[config.mk]
export PLATFORM = sky130hd
export DESIGN_NAME = initiation_ctrl
export DESIGN_NICKNAME = d
export VERILOG_FILES = /design/src/rtl/pic_pkg.sv /design/src/rtl/pic_state.sv /design/src/rtl/pic_policy.sv /design/src/rtl/pic_occupancy.sv /design/src/rtl/initiation_ctrl.sv
export SDC_FILE = /design/constraint.sdc
export NUM_CORES = 1
export LEC_CHECK = 0
export ABC_AREA = 0
export BUFFER_PORTS_ARGS = -buffer_cell sky130_fd_sc_hd__buf_2
export CORE_UTILIZATION = 45
export DETAILED_ROUTE_END_ITERATION = 10
export GPL_ROUTABILITY_DRIVEN = 0
export PLACE_DENSITY = 0.72
export SYNTH_ARGS = -nofsm -noshare
export SYNTH_HDL_FRONTEND = slang
export SYNTH_HIERARCHICAL = 1
export SYNTH_SLANG_ARGS = --single-unit
[constraint.sdc]
create_clock -name clk -period 3.66 [get_ports clk]
set_clock_uncertainty 0.1 [all_clocks]
set_input_delay 0.366 -clock clk [delete_from_list [all_inputs] [get_ports clk]]
set_output_delay 0.366 -clock clk [all_outputs]
set_load 0.01 [all_outputs]
[src/rtl/pic_pkg.sv]
package pic_pkg;
   typedef enum logic {
      SCHED_GREEDY = 1'b0,
      SCHED_FIXED  = 1'b1
   } sched_e;

   function automatic int unsigned ones_count(input logic [63:0] v, input int unsigned n);
      int unsigned acc;
      acc = 0;
      for (int unsigned i = 0; i < n; i++) acc += int'(v[i]);
      return acc;
   endfunction
endpackage

[src/rtl/pic_state.sv]
module pic_state #(
   parameter int unsigned     M      = 7,
   parameter bit              CV_SEL = 1'b0,
   parameter logic [M-1:0]    CV_PAR = '0
) (
   input  logic         clk,
   input  logic         rst_n,
   input  logic [M-1:0] cv_i,
   input  logic         grant_i,
   output logic [M-1:0] mask_o,
   output logic [M-1:0] state_o
);
   logic [M-1:0] mask;
   logic [M-1:0] st_q;
   logic [M-1:0] shifted;

   generate
      if (CV_SEL) begin : g_mask_port
         assign mask = cv_i;
      end else begin : g_mask_param
         logic unused_cv;
         assign unused_cv = ^cv_i;
         assign mask = CV_PAR;
      end
   endgenerate

   assign shifted = st_q >> 1;

   always_ff @(posedge clk) begin
      if (!rst_n)       st_q <= mask;
      else if (grant_i) st_q <= shifted | mask;
      else              st_q <= shifted;
   end

   assign mask_o  = mask;
   assign state_o = st_q;
endmodule

[src/rtl/pic_policy.sv]
module pic_policy import pic_pkg::*; #(
   parameter int unsigned LAT_W = 4
) (
   input  logic             clk,
   input  logic             rst_n,
   input  logic             mode_i,
   input  logic [LAT_W-1:0] lat_i,
   input  logic             req_i,
   input  logic             blocked_i,
   output logic             allow_o,
   output logic             grant_o
);
   localparam logic [LAT_W-1:0] GAP_SAT = '1;

   sched_e           mode;
   logic [LAT_W-1:0] gap_q;
   logic             pend_q;
   logic             want;
   logic             spacing_ok;

   assign mode = sched_e'(mode_i);

   always_comb begin
      unique case (mode)
         SCHED_GREEDY: spacing_ok = 1'b1;
         SCHED_FIXED:  spacing_ok = (gap_q >= lat_i);
         default:      spacing_ok = 1'b0;
      endcase
   end

   assign want    = pend_q | req_i;
   assign allow_o = ~blocked_i & spacing_ok;
   assign grant_o = want & allow_o;

   always_ff @(posedge clk) begin
      if (!rst_n) begin
         gap_q  <= GAP_SAT;
         pend_q <= 1'b0;
      end else begin
         if (grant_o)              gap_q <= LAT_W'(1);
         else if (gap_q != GAP_SAT) gap_q <= gap_q + LAT_W'(1);
         pend_q <= want & ~grant_o;
      end
   end
endmodule

[src/rtl/pic_occupancy.sv]
module pic_occupancy import pic_pkg::*; #(
   parameter int unsigned       NS    = 3,
   parameter int unsigned       T     = 8,
   parameter logic [NS*T-1:0]   RT    = '0,
   parameter int unsigned       CNT_W = 16,
   localparam int unsigned      BC_W  = $clog2(NS + 1)
) (
   input  logic             clk,
   input  logic             rst_n,
   input  logic             grant_i,
   output logic [T-1:0]     live_o,
   output logic [NS-1:0]    stage_busy_o,
   output logic [BC_W-1:0]  busy_now_o,
   output logic [CNT_W-1:0] busy_slots_o,
   output logic [CNT_W-1:0] cycles_o
);
   logic [T-2:0]     hist_q;
   logic [T-1:0]     live;
   logic [CNT_W-1:0] slots_q;
   logic [CNT_W-1:0] cyc_q;

   assign live = {hist_q, grant_i};

   genvar s;
   generate
      for (s = 0; s < NS; s++) begin : g_stage
         assign stage_busy_o[s] = |(live & RT[s*T +: T]);
      end
   endgenerate

   assign busy_now_o = BC_W'(ones_count(64'(stage_busy_o), NS));

   always_ff @(posedge clk) begin
      if (!rst_n) begin
         hist_q  <= '0;
         slots_q <= '0;
         cyc_q   <= '0;
      end else begin
         hist_q  <= live[T-2:0];
         slots_q <= slots_q + CNT_W'(busy_now_o);
         cyc_q   <= cyc_q + CNT_W'(1);
      end
   end

   assign live_o       = live;
   assign busy_slots_o = slots_q;
   assign cycles_o     = cyc_q;
endmodule

[src/rtl/initiation_ctrl.sv]
module initiation_ctrl import pic_pkg::*; #(
   parameter int unsigned               M      = 7,
   parameter logic [M-1:0]              CV     = 7'b1011010,
   parameter bit                        CV_SEL = 1'b0,
   parameter int unsigned               NS     = 3,
   parameter logic [NS*(M+1)-1:0]       RT     = 24'b01010100_00001010_10100001,
   parameter int unsigned               LAT_W  = 4,
   parameter int unsigned               CNT_W  = 16,
   localparam int unsigned              T      = M + 1,
   localparam int unsigned              BC_W   = $clog2(NS + 1)
) (
   input  logic             clk,
   input  logic             rst_n,
   input  logic [M-1:0]     cv_i,
   input  logic             mode_i,
   input  logic [LAT_W-1:0] lat_i,
   input  logic             req_i,
   output logic             allow_o,
   output logic             grant_o,
   output logic [M-1:0]     state_o,
   output logic [NS-1:0]    stage_busy_o,
   output logic [BC_W-1:0]  busy_now_o,
   output logic [CNT_W-1:0] busy_slots_o,
   output logic [CNT_W-1:0] cycles_o
);
   generate
      if (M < 1 || M > 63) begin : g_bad_m
         $error("initiation_ctrl: M must lie in 1..63");
      end
      if (NS < 1 || NS > 64) begin : g_bad_ns
         $error("initiation_ctrl: NS must lie in 1..64");
      end
      if ((64'd1 << LAT_W) <= 64'(M + 1)) begin : g_bad_lat
         $error("initiation_ctrl: LAT_W too narrow to express spacing M+1");
      end
      if (CNT_W < 4) begin : g_bad_cnt
         $error("initiation_ctrl: CNT_W must be at least 4");
      end
   endgenerate

   logic [M-1:0] cv_eff;
   logic [T-1:0] live_tasks;
   logic         grant;

   pic_state #(
      .M      (M),
      .CV_SEL (CV_SEL),
      .CV_PAR (CV)
   ) u_state (
      .clk     (clk),
      .rst_n   (rst_n),
      .cv_i    (cv_i),
      .grant_i (grant),
      .mask_o  (cv_eff),
      .state_o (state_o)
   );

   pic_policy #(
      .LAT_W (LAT_W)
   ) u_policy (
      .clk       (clk),
      .rst_n     (rst_n),
      .mode_i    (mode_i),
      .lat_i     (lat_i),
      .req_i     (req_i),
      .blocked_i (state_o[0]),
      .allow_o   (allow_o),
      .grant_o   (grant)
   );

   pic_occupancy #(
      .NS    (NS),
      .T     (T),
      .RT    (RT),
      .CNT_W (CNT_W)
   ) u_occ (
      .clk          (clk),
      .rst_n        (rst_n),
      .grant_i      (grant),
      .live_o       (live_tasks),
      .stage_busy_o (stage_busy_o),
      .busy_now_o   (busy_now_o),
      .busy_slots_o (busy_slots_o),
      .cycles_o     (cycles_o)
   );

   assign grant_o = grant;
endmodule

**Yosys cells after proc, flatten, opt, wreduce, memory -nomap -nowiden**

Index checks and enable logic that the tools add are counted.

- Bits in registers: 51
- Bits in latches: 0
- RAM bits: 0
- ROM bits: 0
- Bits of input ports: 15
- Memories: 0

- $add $sub $neg: 5
- Multiply operators: 0
- Div/mod/pow operators: 0
- $lt $le $gt $ge: 1
- Eq/ne operators: 1
- Shifts and indexed selects: 0
- Muxes and demuxes: 4
- Bitwise operators: 8
- Reduce and logical (&&, ||, !) cells: 5

Operator list:

| kind | number |
|---|---|
| 16-bit by 1-bit adder with 16-bit output (second input constant) | 1 |
| 16-bit by 2-bit adder with 16-bit output | 1 |
| 4-bit 2-to-1 mux | 2 |
| 7-bit 2-to-1 mux | 1 |
| 3-bit OR reduction | 2 |
| 4-bit by 1-bit adder with 4-bit output (second input constant) | 1 |
| 4-bit greater-or-equal comparator | 1 |
| 4-bit inequality test (second input constant) | 1 |
| 1-bit inverter | 4 |
| 2-bit OR reduction | 2 |
| 1-bit AND | 3 |
| 1-bit by 1-bit adder with 2-bit output | 1 |
| 2-bit by 1-bit adder with 2-bit output | 1 |
| 1-bit case mux with 2 select lines | 1 |
| 2-bit nonzero test | 1 |
| 1-bit OR | 1 |

**Longest topological paths before layout**

- Word-level depth: 8
- Gate-level depth with buffers: 13
- Depth with buffers taken out: 13

**By module**

Netlist, hierarchy kept.

By module, submodules not included:

| module | instances | cells an instance | area each (sq um) |
|---|---|---|---|
| pic_occupancy | 1 | 175 | 1705.4 |
| pic_policy | 1 | 40 | 352.8 |
| pic_state | 1 | 23 | 256.5 |

**Worst setup path after synthesis**

Ideal clock, no wire load.

- Path kind: register -> register
- Start point: reg u_policy.gap_q[0]
- End point: reg u_occ.slots_q[12], in the netlist u_occ/busy_slots_o[12]
- Setup time: 115 ps
- Arrival: 3493 ps
- Required time: 3445 ps
- Slack: -48 ps
- Stages on the path, launching flop included: 14
- Clock period less this slack: 3708 ps
- Path through: dfxtp_1 -> inv_1 -> ha_1 -> nor3b_2 -> o2111ai_2 -> and2_2 -> or3_1 -> fa_1 -> ha_1 -> fa_1 -> nand2_1 -> nor4_1 -> xor2_1 -> and2_1

- Cells in the longest elaborated chain, start to end: 8

RTL lines:

| item | line | text |
|---|---|---|
| start: declaration | pic_policy.sv:16 | `logic [LAT_W-1:0] gap_q;` |
| start signal: assignment | pic_policy.sv:41 | `else if (gap_q != GAP_SAT) gap_q <= gap_q + LAT_W'(1);` |
| 4-bit greater-or-equal comparator | pic_policy.sv:26 | `SCHED_FIXED: spacing_ok = (gap_q >= lat_i);` |
| 1-bit case mux with 2 select lines | pic_policy.sv:24 | `unique case (mode)` |
| 1-bit AND | pic_policy.sv:32 | `assign allow_o = ~blocked_i & spacing_ok;` |
| 1-bit AND | pic_policy.sv:33 | `assign grant_o = want & allow_o;` |
| named net grant_o | initiation_ctrl.sv:19 | `output logic grant_o,` |
| 3-bit OR reduction | pic_occupancy.sv:27 | `assign stage_busy_o[s] = \|(live & RT[s*T +: T]);` |
| named net stage_busy_o[0] | initiation_ctrl.sv:21 | `output logic [NS-1:0] stage_busy_o,` |
| 1-bit by 1-bit adder with 2-bit output | pic_pkg.sv:10 | `for (int unsigned i = 0; i < n; i++) acc += int'(v[i]);` |
| 2-bit by 1-bit adder with 2-bit output | pic_pkg.sv:10 |  |
| named net busy_now_o[0] | initiation_ctrl.sv:22 | `output logic [BC_W-1:0] busy_now_o,` |
| 16-bit by 2-bit adder with 16-bit output | pic_occupancy.sv:40 | `slots_q <= slots_q + CNT_W'(busy_now_o);` |
| end signal: assignment | pic_occupancy.sv:40 |  |
| end: declaration | pic_occupancy.sv:19 | `logic [CNT_W-1:0] slots_q;` |

The timed path passes the listed nets, and every way through them passes these cells.
A chain may end at the register's enable or synchronous reset.

**Final worst setup path**

- Start point: reg u_policy.gap_q[0]
- End point: reg u_occ.slots_q[11], in the netlist u_occ/busy_slots_o[11]

- Cells in the longest elaborated chain, start to end: 8

RTL lines:

| item | line |
|---|---|
| 4-bit greater-or-equal comparator | pic_policy.sv:26 |
| 1-bit case mux with 2 select lines | pic_policy.sv:24 |
| 1-bit AND | pic_policy.sv:32 |
| 1-bit AND | pic_policy.sv:33 |
| 3-bit OR reduction | pic_occupancy.sv:27 |
| 1-bit by 1-bit adder with 2-bit output | pic_pkg.sv:10 |
| 2-bit by 1-bit adder with 2-bit output | pic_pkg.sv:10 |
| 16-bit by 2-bit adder with 16-bit output | pic_occupancy.sv:40 |

No other way between the ends.

==> metrics <==
Routed WL per cell=11.2 um; Post-CTS Setup Inserts=0; Layout Nets=313; vias in the first global route=1505; Antenna Nets Post-Route=0; # fillers=465; R2R cell count=12; worst min-delay path class=input port to flip-flop; Max Slew Vio Count=0; Hold Crit Depth=3; Setup TNS=0 ps; Buffers on Ports=53; Die X=72.7 um; number of diodes=0; initial DRC count=86; Post-DP HPWL=2840 um; Worst R2R Setup Slack=210 ps; Bufs on Longest Clock Path=2; Starting Density=47.3%; syn avg cell area=9.86 um2; Via Count=1763; share of layout cells above drive strength 1=29.4%; Mapped Nets=253; post-synthesis instance total=228; Critical Path RT=3800 ps; commonest cells after routing, fill and taps aside=53 x buf_2, 51 x dfxtp_1, 29 x and2_1, 14 x xnor2_1, 11 x inv_1; Max-slew headroom=52.8%; critical path class=flip-flop to flip-flop; Clk pin slew, worst setup/hold paths=90 ps; Pwr per Cell Area=456 nW/um2; min cycle time layout=3450 ps; CTS tree=done; Slew @ Worst Pin=708 ps; Min-Delay Endpoint=u_policy/pend_q; count of final setup violators=0; IO Pins=61; Die Y=72.7 um; Max Cap Viol=0; clock net sink count=51; Worst EP arrival=3590 ps; worst r2r dst=u_occ/busy_slots_o[11]; hold_sp=req_i; Synth warnings=6; GRT Overall Usage=15.9%; status=finished clean; die area=5280 um2; crit start category=flip-flop; Post-Layout Cell Count=356; area grow syn2layout=21.3%; Final Hold Fails=0; DR pass1 iterations=4; worst-path fanout max=7; mean number of vias per cell=4.95; CP Capture Type=flip-flop; final WL=3990 um; Leak Pwr=0.00122 uW; FMAX=290 MHz; Core Area=4750 um2; # hold bufs at CTS=0; Cell Area, Synth=2250 um2; root buffer cell=clkbuf_8; hold_ws=331 ps; clk_lat worst skew=300 ps; total grt overflow=0; Reg-to-Reg Start=u_policy/gap_q[0]; Tcrit/Tclk final=94.3%; commonest non-fill, non-tap cell in the layout=buf_2; VDD IR max=0.233 mV; cts repair resizes=0; largest net degree at the start of global routing=54; # DRC=0; htree depth=2; initial antenna violation count=0; unrepaired setup endpoints after global routing=false; Placed Cells=348; first-pass GRT wire length=6580 um; row count=25; TritonCTS Buffers=5
cell type report:
| type | instances | area [um2] | share of cell area (%) |
|---|---|---|---|
| sequential | 51 | 1020 | 37.4 |
| timing repair buffer | 58 | 303 | 11.1 |
| multi-input combinational | 161 | 1190 | 43.6 |
| clock inverter | 3 | 18.8 | 0.688 |
| clock buffer | 5 | 68.8 | 2.52 |
| inverter | 11 | 41.3 | 1.51 |
| tap | 67 | 83.8 | 3.07 |
registers in the layout, summed over array words and instances (netlist names):
name                cells
u_state/state_o         7
u_occ/hist_q            7
u_occ/busy_slots_o     16
u_occ/cycles_o         16
u_policy/pend_q         1
u_policy/gap_q          4
worst max-delay path by stage:
stage	end	depth (start not counted)	from
after detailed placement	u_occ/busy_slots_o[12]	13	lat_i[0]
after global routing	u_occ/busy_slots_o[11]	12	u_policy/gap_q[0]
after global placement	u_occ/busy_slots_o[12]	13	lat_i[0]
final	u_occ/busy_slots_o[11]	12	u_policy/gap_q[0]
after CTS	u_occ/busy_slots_o[12]	13	u_policy/gap_q[0]
after floorplan	u_occ/busy_slots_o[12]	13	u_policy/gap_q[0]
routing by layer:
| metal | vias up | wire length, um | track usage, % |
|---|---|---|---|
| li1 | 911 | - | - |
| met1 | 806 | 1960 | 20.8 |
| met2 | 41 | 1830 | 26.0 |
| met3 | 5 | 155 | 3.04 |
| met4 | 0 | 46 | 6.54 |
| met5 | - | 0 | 0 |
metrics by stage:
stage	utilization, %	instance area (um2)	total power, uW	worst slack (ps)
2_1_floorplan	-	2260	847	23.6
3_3_place_gp	55.3	2630	930	74.2
3_5_place_dp	55.3	2630	938	48.2
4_1_cts	57.1	2720	1260	90.2
5_1_grt	57.3	2730	1330	12.9
6_report	57.3	2730	1240	208
power by group:
group          switching [uW]  internal (uW)
Sequential               41.0            602
Clock                     184            135
Combinational             137            143
Total                     362            881
critical path, cell delays in order, from the launching register on:
cell and delay, ps:
dfxtp_1 360, inv_1 80, ha_1 280, nor3b_2 190, o2111ai_2 150, and2_2 200
or3_1 400, fa_2 560, ha_1 180, a21o_1 160, nand2_2 110, or4_1 460
a21boi_2 150
No activity file was read; power rests on OpenSTA's default activity.
